`src/rtl/spiq_pkg.sv`:
```
package spiq_pkg;

  // configuration word layout
  localparam int CFG_W        = 32;
  localparam int BIT_HOST     = 0;
  localparam int BIT_CPOL     = 1;
  localparam int BIT_CPHA     = 2;
  localparam int DIV_LO       = 3;
  localparam int BIT_DECODE   = 9;
  localparam int SS_LO        = 10;
  localparam int BIT_MANSS    = 14;
  localparam int BIT_MANSTART = 15;
  localparam int BIT_GO       = 16;

  // strobes from control to datapath
  typedef struct packed {
    logic load;       // take a new word from the queue
    logic driveBit;   // move next bit onto mosi
    logic sampleBit;  // shift miso into the register
    logic clkToggle;  // flip the serial clock phase
    logic abort;      // drop the word, return clock to idle
    logic push;       // hand received byte to the queue
  } shiftStrobeT;

endpackage

```
`src/rtl/spiq_ctrl.sv`:
```
module spiq_ctrl
  import spiq_pkg::*;
#(
  parameter int DATA_W = 8,
  parameter int DIV_W  = 3
) (
  input  logic                          clk,
  input  logic                          rstN,
  input  logic                          run,
  input  logic                          startReq,
  input  logic                          cpha,
  input  logic [(1 << DIV_W) - 2:0]     halfMax,
  output shiftStrobeT                   stb,
  output logic                          busy
);

  localparam int HALF_W    = (1 << DIV_W) - 1;
  localparam int EDGE_W    = $clog2(2 * DATA_W);
  localparam logic [EDGE_W-1:0] LAST_EDGE = EDGE_W'(2 * DATA_W - 1);

  typedef enum logic [1:0] {ST_IDLE, ST_SHIFT, ST_DONE} stateT;

  stateT              state, stateNxt;
  logic [HALF_W-1:0]  halfCnt, halfQ;
  logic [EDGE_W-1:0]  edgeCnt;
  logic               edgeNow;

  assign edgeNow = (halfCnt == '0);

  always_comb begin
    stb      = '0;
    stateNxt = state;
    unique case (state)
      ST_IDLE: begin
        if (run && startReq) begin
          stb.load = 1'b1;
          stateNxt = ST_SHIFT;
        end
      end
      ST_SHIFT: begin
        if (!run) begin
          stb.abort = 1'b1;
          stateNxt  = ST_IDLE;
        end else if (edgeNow) begin
          stb.clkToggle = 1'b1;
          if (edgeCnt[0] == cpha) begin
            stb.sampleBit = 1'b1;
          end else if (!(edgeCnt == LAST_EDGE && !cpha)) begin
            stb.driveBit = 1'b1;
          end
          if (edgeCnt == LAST_EDGE) stateNxt = ST_DONE;
        end
      end
      ST_DONE: begin
        stb.push = 1'b1;
        stateNxt = ST_IDLE;
      end
      default: stateNxt = ST_IDLE;
    endcase
  end

  always_ff @(posedge clk or negedge rstN) begin
    if (!rstN) begin
      state   <= ST_IDLE;
      halfCnt <= '0;
      halfQ   <= '0;
      edgeCnt <= '0;
    end else begin
      state <= stateNxt;
      if (stb.load) begin
        halfCnt <= halfMax;
        halfQ   <= halfMax;
        edgeCnt <= '0;
      end else if (state == ST_SHIFT && run) begin
        if (edgeNow) begin
          halfCnt <= halfQ;
          edgeCnt <= edgeCnt + 1'b1;
        end else begin
          halfCnt <= halfCnt - 1'b1;
        end
      end
    end
  end

  assign busy = (state != ST_IDLE);

endmodule

```
`src/rtl/spiq_dpath.sv`:
```
module spiq_dpath
  import spiq_pkg::*;
#(
  parameter int DATA_W = 8,
  parameter int SS_N   = 4
) (
  input  logic              clk,
  input  logic              rstN,
  input  shiftStrobeT       stb,
  input  logic              cpol,
  input  logic              cpha,
  input  logic [DATA_W-1:0] txData,
  input  logic              miso,
  input  logic [SS_N-1:0]   ssField,
  input  logic              decodeMode,
  input  logic              manualSs,
  input  logic              busy,
  input  logic              run,
  output logic              sclk,
  output logic              mosi,
  output logic [DATA_W-1:0] rxData,
  output logic              rxPush,
  output logic [SS_N-1:0]   ssN
);

  logic [DATA_W-1:0] shiftQ;
  logic              mosiQ;
  logic              phaseQ;
  logic [SS_N-1:0]   oneHot;
  logic [SS_N-1:0]   pattern;
  logic              found;

  always_ff @(posedge clk or negedge rstN) begin
    if (!rstN) begin
      shiftQ <= '0;
      mosiQ  <= 1'b0;
      phaseQ <= 1'b0;
    end else begin
      if (stb.load) begin
        shiftQ <= txData;
        if (!cpha) mosiQ <= txData[DATA_W-1];
      end
      if (stb.sampleBit) shiftQ <= {shiftQ[DATA_W-2:0], miso};
      if (stb.driveBit)  mosiQ  <= shiftQ[DATA_W-1];
      if (stb.abort)          phaseQ <= 1'b0;
      else if (stb.clkToggle) phaseQ <= ~phaseQ;
    end
  end

  // keep only the lowest-numbered low bit in one-hot mode
  always_comb begin
    oneHot = '1;
    found  = 1'b0;
    for (int i = 0; i < SS_N; i++) begin
      if (!ssField[i] && !found) begin
        oneHot[i] = 1'b0;
        found     = 1'b1;
      end
    end
  end

  assign pattern = decodeMode ? ssField : oneHot;

  always_comb begin
    if (!run)          ssN = '1;
    else if (manualSs) ssN = pattern;
    else if (busy)     ssN = pattern;
    else               ssN = '1;
  end

  assign sclk   = phaseQ ^ cpol;
  assign mosi   = mosiQ;
  assign rxData = shiftQ;
  assign rxPush = stb.push;

endmodule

```
`src/rtl/spiq_host.sv`:
```
module spiq_host
  import spiq_pkg::*;
#(
  parameter int DATA_W = 8,
  parameter int DIV_W  = 3,
  parameter int SS_N   = 4
) (
  input  logic              clk,
  input  logic              rstN,
  input  logic              engineEn,
  input  logic              cfgWr,
  input  logic [31:0]       cfgWdata,
  output logic [31:0]       cfgRdata,
  input  logic              txValid,
  input  logic [DATA_W-1:0] txData,
  output logic              txPop,
  output logic [DATA_W-1:0] rxData,
  output logic              rxPush,
  output logic              sclk,
  output logic              mosi,
  input  logic              miso,
  output logic [SS_N-1:0]   ssN,
  input  logic              modeFault,
  output logic              busy
);

  localparam int HALF_W = (1 << DIV_W) - 1;

  localparam logic [CFG_W-1:0] DIV_MASK = CFG_W'(((1 << DIV_W) - 1) << DIV_LO);
  localparam logic [CFG_W-1:0] SS_MASK  = CFG_W'(((1 << SS_N) - 1) << SS_LO);
  localparam logic [CFG_W-1:0] CFG_MASK = DIV_MASK | SS_MASK
    | (CFG_W'(1) << BIT_HOST) | (CFG_W'(1) << BIT_CPOL) | (CFG_W'(1) << BIT_CPHA)
    | (CFG_W'(1) << BIT_DECODE) | (CFG_W'(1) << BIT_MANSS)
    | (CFG_W'(1) << BIT_MANSTART);
  localparam logic [CFG_W-1:0] CFG_RESET = (CFG_W'(1) << BIT_HOST)
    | (CFG_W'(1) << DIV_LO) | SS_MASK | (CFG_W'(1) << BIT_MANSS);

  logic [CFG_W-1:0]  cfgQ;
  logic              enPrev, cpolAct, cphaAct, armed, run, startReq;
  logic [DIV_W-1:0]  divRaw, divEff;
  logic [HALF_W-1:0] halfMax;
  shiftStrobeT       stb;

  always_ff @(posedge clk or negedge rstN) begin
    if (!rstN) begin
      cfgQ    <= CFG_RESET;
      enPrev  <= 1'b0;
      cpolAct <= 1'b0;
      cphaAct <= 1'b0;
      armed   <= 1'b0;
    end else begin
      if (cfgWr) cfgQ <= cfgWdata & CFG_MASK;
      enPrev <= engineEn;
      if (engineEn && !enPrev) begin
        cpolAct <= cfgQ[BIT_CPOL];
        cphaAct <= cfgQ[BIT_CPHA];
      end
      if (cfgWr && cfgWdata[BIT_MANSTART] && cfgWdata[BIT_GO]) armed <= 1'b1;
      else if (!run || (!busy && !txValid)) armed <= 1'b0;
    end
  end

  assign run      = engineEn && cfgQ[BIT_HOST] && !modeFault;
  assign startReq = txValid && (cfgQ[BIT_MANSTART] ? armed : 1'b1);
  assign divRaw   = cfgQ[DIV_LO +: DIV_W];
  assign divEff   = (divRaw == '0) ? DIV_W'(1) : divRaw;
  assign halfMax  = HALF_W'((1 << divEff) - 1);
  assign cfgRdata = cfgQ;
  assign txPop    = stb.load;

  spiq_ctrl #(.DATA_W(DATA_W), .DIV_W(DIV_W)) ctrlI (
    .clk(clk), .rstN(rstN), .run(run), .startReq(startReq),
    .cpha(cphaAct), .halfMax(halfMax), .stb(stb), .busy(busy)
  );

  spiq_dpath #(.DATA_W(DATA_W), .SS_N(SS_N)) dpathI (
    .clk(clk), .rstN(rstN), .stb(stb), .cpol(cpolAct), .cpha(cphaAct),
    .txData(txData), .miso(miso), .ssField(cfgQ[SS_LO +: SS_N]),
    .decodeMode(cfgQ[BIT_DECODE]), .manualSs(cfgQ[BIT_MANSS]),
    .busy(busy), .run(run), .sclk(sclk), .mosi(mosi),
    .rxData(rxData), .rxPush(rxPush), .ssN(ssN)
  );

endmodule

```
`config.mk`:
```
export PLATFORM = sky130hd
export DESIGN_NAME = spiq_host
export DESIGN_NICKNAME = d
export VERILOG_FILES = /design/src/rtl/spiq_pkg.sv /design/src/rtl/spiq_ctrl.sv /design/src/rtl/spiq_dpath.sv /design/src/rtl/spiq_host.sv
export SDC_FILE = /design/constraint.sdc
export NUM_CORES = 1
export LEC_CHECK = 0
export ABC_CLOCK_PERIOD_IN_PS = 2400
export CAP_MARGIN = 25
export CORE_MARGIN = 2
export CORE_UTILIZATION = 44
export DETAILED_ROUTE_END_ITERATION = 12
export GPL_TIMING_DRIVEN = 0
export PLACE_DENSITY = 0.81
export SETUP_SLACK_MARGIN = 0.1
export SYNTH_ARGS = -nofsm -noshare
export SYNTH_HDL_FRONTEND = slang
export SYNTH_SLANG_ARGS = --single-unit
```
`constraint.sdc`:
```
create_clock -name clk -period 2.4 [get_ports clk]
set_input_delay 0.24 -clock clk [delete_from_list [all_inputs] [get_ports clk]]
set_output_delay 0.24 -clock clk [all_outputs]
set_load 0.05 [all_outputs]
```
== Word level (Yosys, flattened, before mapping) ==
Cells that the tools add are included.

* Register bits: 47
* Input bits: 47
* Output and inout port bits: 49
* Word-level logic and storage cells: 107

* $add $sub $neg: 3
* Eq/ne operators: 8
* Shift-type cells: 1
* Muxes and demuxes: 43
* Bitwise operators: 2
* Reductions and logical operators: 38

{| class="wikitable"
|+ Operators by type and width
! cell !! number
|-
| $mux W4 || 8
|-
| $mux W1 || 22
|-
| $mux W7 || 3
|-
| $mux W8 || 2
|-
| $reduce_bool A2 Y1 || 7
|-
| $logic_and A1 B1 Y1 || 13
|-
| $logic_not A1 Y1 || 11
|-
| $mux W3 || 3
|-
| $mux W2 || 4
|-
| $logic_not A7 Y1 || 1
|-
| $shl A1 B3 Y7 const A || 1
|-
| $sub A7 B1 Y7 const B || 1
|-
| $sub A7 B2 Y7 const B || 1
|-
| $ne A3 B3 Y1 const B || 2
|-
| $add A4 B1 Y4 const B || 1
|-
| $eq A4 B4 Y1 const B || 1
|-
| $ne A2 B1 Y1 const B || 2
|-
| $pmux W2 S2 || 1
|-
| $reduce_and A2 Y1 || 2
|-
| $logic_not A3 Y1 || 1
|-
| $reduce_and A3 Y1 || 1
|-
| $eq A2 B1 Y1 const B || 1
|-
| $eq A2 B2 Y1 const B || 1
|-
| $logic_not A2 Y1 || 1
|-
| other kinds (4) || 4
|}

== Logic depth before layout (Yosys ltp) ==
* Depth after elaboration: 13
* Mapped depth: 7
* Mapped depth without buffers: 6

== Cells and area by module ==
Synthesis repeated with hierarchy kept, for this count alone.

* Cell total of the unflattened synthesis: 248
* Area total of the unflattened synthesis: 2522.4 µm²

{| class="wikitable"
|+ By module, submodules not included
! module !! instances !! cells an instance !! area each (µm²) !! seq. area each (µm²)
|-
| spiq_ctrl || 1 || 124 || 1113.6 || 500.5
|-
| spiq_host || 1 || 71 || 869.6 || 434.2
|-
| spiq_dpath || 1 || 53 || 539.3 || 250.2
|}

== Worst setup path before layout ==
Ideal clock, no wire load.

* Path type: flip-flop to flip-flop
* Start point: register ctrlI.state[1]
* End point: register ctrlI.halfCnt[5]
* Library setup time: 0.090 ns
* Data arrival time: 1.990 ns
* Required time: 2.310 ns
* Path slack: 0.320 ns
* Cell stages (with the launch flop): 8
* Path buffers: 2
* Period minus slack after synthesis: 2.080 ns
* Path through: dfrtp_1 or2_1 or3_1 inv_1 buf_2 buf_4 nand3_1 o221ai_1

* Longest elaborated chain between the ends: 3
* Elaborated cells between the ends (all ways): 6
* Those cells by class: eq/ne: 1; mux: 2; reduce/logical: 3

{| class="wikitable"
|+ RTL lines
! element !! RTL line !! source
|-
| start: declaration || spiq_ctrl.sv:23 || <nowiki>stateT state, stateNxt;</nowiki>
|-
| start signal: assignment || spiq_ctrl.sv:69 || <nowiki>state <= stateNxt;</nowiki>
|-
| $logic_not A2 Y1 (*) || spiq_ctrl.sv:33 || <nowiki>unique case (state)</nowiki>
|-
| $mux W1 (*) || spiq_ctrl.sv:33 ||
|-
| via txPop || spiq_host.sv:16 || <nowiki>output logic txPop,</nowiki>
|-
| $mux W7 or $reduce_bool A2 Y1 (tied branches) || n/a ||
|-
| end signal: assignment || spiq_ctrl.sv:71 || <nowiki>halfCnt <= halfMax;</nowiki>
|-
| end signal: assignment || spiq_ctrl.sv:76 || <nowiki>halfCnt <= halfQ;</nowiki>
|-
| end signal: assignment || spiq_ctrl.sv:79 || <nowiki>halfCnt <= halfCnt - 1'b1;</nowiki>
|-
| end: declaration || spiq_ctrl.sv:24 || <nowiki>logic [HALF_W-1:0] halfCnt, halfQ;</nowiki>
|}

The timed path passes the listed nets; every way through them passes the cells marked *.
A chain may end at the register's enable or synchronous reset.

== Final worst setup path ==
* Start point: register ctrlI.state[1]
* End point: output txPop

* Longest elaborated chain between the ends: 2

{| class="wikitable"
|+ RTL lines
! element !! RTL line
|-
| $logic_not A2 Y1 || spiq_ctrl.sv:33
|-
| $mux W1 || spiq_ctrl.sv:33
|-
| end: declaration || spiq_host.sv:16
|}

Every way passes these cells.

==> metrics.txt <==
outcome=finished clean; Critical Path Start Type=flip-flop; critical path, cell by cell=or2_4 -> or3_1 -> inv_2 -> buf_6 -> buf_6 -> buf_6; post-synth top area share=0.396; Synth-to-Final Area Change=35.1%; CP delay by family, top=simple AND/OR/NAND/NOR gates; fill count=481; Top Ports=96; Ant. Diodes=0; GPL Wtd Cong=0.875; Post-Syn Instances=243; Min Hold Slack=0.431 ns; PD cells=810 mW/mm^2; CP bufs+invs=4; P_sw=1.05 mW; YS warnings=0; first-pass GRT wire length=9160 um; CP arrival=2.00 ns; routed wire length=5450 um; Die H=79.8 um; Worst Hold Class=in -> async; Critical R2R Capture=dpathI.rxData[4]; critical path's slowest cell=dfrtp_1; setup repair after global routing missed its margin=true; total global routing overflow=0; most frequent CP cell=buf_6; CTS root buffer=clkbuf_8; share of the clock period used by the worst path=0.932; I/O Buffers=58; post-synthesis async set-or-reset flop share=1.00; Critical Path RT=2.16 ns; syn avg cell area=10.4 um^2; R2R Setup Slk=0.30 ns; vias per inst=5.16; Max FO, Critical Path=10; Least-Margin Pin Slew=0.561 ns; Synth Register Bits=47; VDD IR-drop max=454 uV; largest net degree at the start of global routing=28; hpwl dp=4230 um; min cycle time layout=2.24 ns; Worst setup EP type=output port; H-tree levels=2; clk buf depth=2; initial antenna violation count=0; Skew-Pair Late Insertion Delay=0.30 ns; setup violators final=0; clock slew at reported path FFs=0.09 ns; Clock Power Share=0.222; row count=27; dominant cell by count in the synthesized netlist=dfrtp_1; First-pass DRT Iterations=5; Post-DP Area=0.00328 mm^2; cell count along the critical path=6; final instance area=0.00342 mm^2; leading area contributor after synthesis=dfrtp_1; DR iter-0 viols=136; vias in the first global route=1,971; DR WL/cell=13.6 um; Final Max Tran Viols=0; routed via count=2,068; ys flop type=dfrtp_1; Logic pwr share=0.368; Cell Area, Synth=0.00253 mm^2; reg2reg path depth=6; die outline width=79.8 um; DIE AREA=0.00637 mm^2; Worst R2R Start=ctrlI.halfCnt[0]; Max Cap Violations=0; Sink Count=47; f_max=447 MHz; Hold Violations, Final=0; layout cells sized above 1=0.222; library cells used by synthesis=49; Detail Route Antenna Nets=0; internal power=1.72 mW; CP max stage delay=0.42 ns; Slew HR=0.626; CTS tree=yes; sequential area share after synthesis=0.468; switch share=0.378; clk_skew=0.00728 ns; number of synthesized flops with an enable pin=0; # DRC=0; Flop pwr share=0.410; total power=2.77 mW; fin nets=379; Multi-input gate area=0.00120 mm^2; Area contributors post-synth=dfrtp_1, dfstp_2, buf_4, mux2_2, a221o_1; initial core utilization=0.457; Crit Path Class=reg -> out; P_leak=1.52 nW; TritonCTS buffer count=5; most instantiated cells after synthesis=dfrtp_1, buf_4, nand2_1; Core Box Area=0.00554 mm^2; Reg area=0.00118 mm^2; Tot GR Track Use=0.185
==> repair_timing <==
item                                   4_1_cts  5_1_grt
setup endpoints to repair                    5       10
setup buffers                                0        0
hold buffers                                 1        0
endpoints found under the hold margin       20        0
pin swaps                                    0        0
gates resized for setup                     23        8
==> power by group through the flow <==
stage                     Combinational [mW]  Sequential [mW]  Clock [mW]
after CTS                               1.02             1.13       0.635
after floorplan                        0.510             1.34           0
after global routing                    1.09             1.16       0.671
after global placement                 0.995             1.14           0
after detailed placement                1.02             1.15           0
final                                   1.02             1.13       0.614
==> layout make-up <==
| class | instances | share of cell area |
|---|---|---|
| multi-input combinational | 178 | 0.350 |
| sequential | 47 | 0.347 |
| timing repair buffer | 60 | 0.174 |
| buffer | 27 | 0.0579 |
| tap | 72 | 0.0264 |
| clock buffer | 6 | 0.0242 |
| clock inverter | 2 | 0.0114 |
| inverter | 9 | 0.00989 |
==> flip-flops by register name (all words and copies together), names as in the netlist <==
signal / cells
ctrlI.edgeCnt: 4
cphaAct: 1
dpathI.mosi: 1
ctrlI.halfCnt: 7
dpathI.phaseQ: 1
cpolAct: 1
enPrev: 1
cfgRdata: 13
ctrlI.state: 2
ctrlI.halfQ: 7
dpathI.rxData: 8
armed: 1
==> cells by family (layout without fill, tap and decap cells) <==
group | after synthesis | count (layout) | share of synthesized area
AND/OR/NAND/NOR | 83 | 83 | 0.188
AO/OA/AOI/OAI | 49 | 49 | 0.142
flip-flops | 47 | 47 | 0.468
buffers and inverters | 36 | 104 | 0.0875
multiplexers | 16 | 16 | 0.0702
XOR/XNOR | 6 | 6 | 0.0208
adder cells (fa/ha/maj) | 4 | 4 | 0.0198
other | 2 | 20 | 0.00297
==> worst max-delay path by stage <==
stage                     slack, ns          endpoint      startpoint
after floorplan                0.32  ctrlI.halfCnt[5]  ctrlI.state[1]
after global placement        -0.48             txPop        engineEn
after detailed placement      -0.50             txPop        engineEn
after CTS                      0.10             txPop  ctrlI.state[1]
after global routing           0.07             txPop  ctrlI.state[1]
final                          0.16             txPop  ctrlI.state[1]
==> routing by layer <==
layer  part of all wire  vias up  routed length [um]  track usage
li1                   -     1004                   -            -
met1               0.43     1004                2340        0.235
met2               0.51       56                2780        0.312
met3              0.054        4                 293       0.0486
met4             0.0066        0                  36       0.0492
met5                  0        -                   0            0
==> layout by cell type, fill, tap and decap left out, drive strengths merged, types with 3 or more instances in the layout <==
cell           Yosys  layout
buf               25      31
mux2              14      14
nor2              11      11
a21oi              6       6
a221o              9       9
o21ai             13      13
dfrtp             40      40
nor4               5       5
clkbuf             2       8
nand3              9       9
clkdlybuf4s50      0      52
nor3               4       4
xnor2              3       3
o211ai             4       4
a31oi              3       3
conb               2      20
dfstp              7       7
nand2b             3       3
inv                9      10
or2                3       3
nor2b              5       5
nand2             19      19
ha                 4       4
or3                7       7
and2               9       9
xor2               3       3
==> stage by stage <==
step / cells / setup WS [ns] / TNS (ns) / util
after floorplan: 261 / 0.320 / 0 / -
after global placement: 391 / -0.478 / -8.18 / 0.590
after detailed placement: 392 / -0.499 / -0.800 / 0.593
after CTS: 401 / 0.100 / 0 / 0.619
after global routing: 401 / 0.0741 / 0 / 0.617
final: 401 / 0.164 / 0 / 0.617
Note: power is estimated with default switching activity, not from simulation.
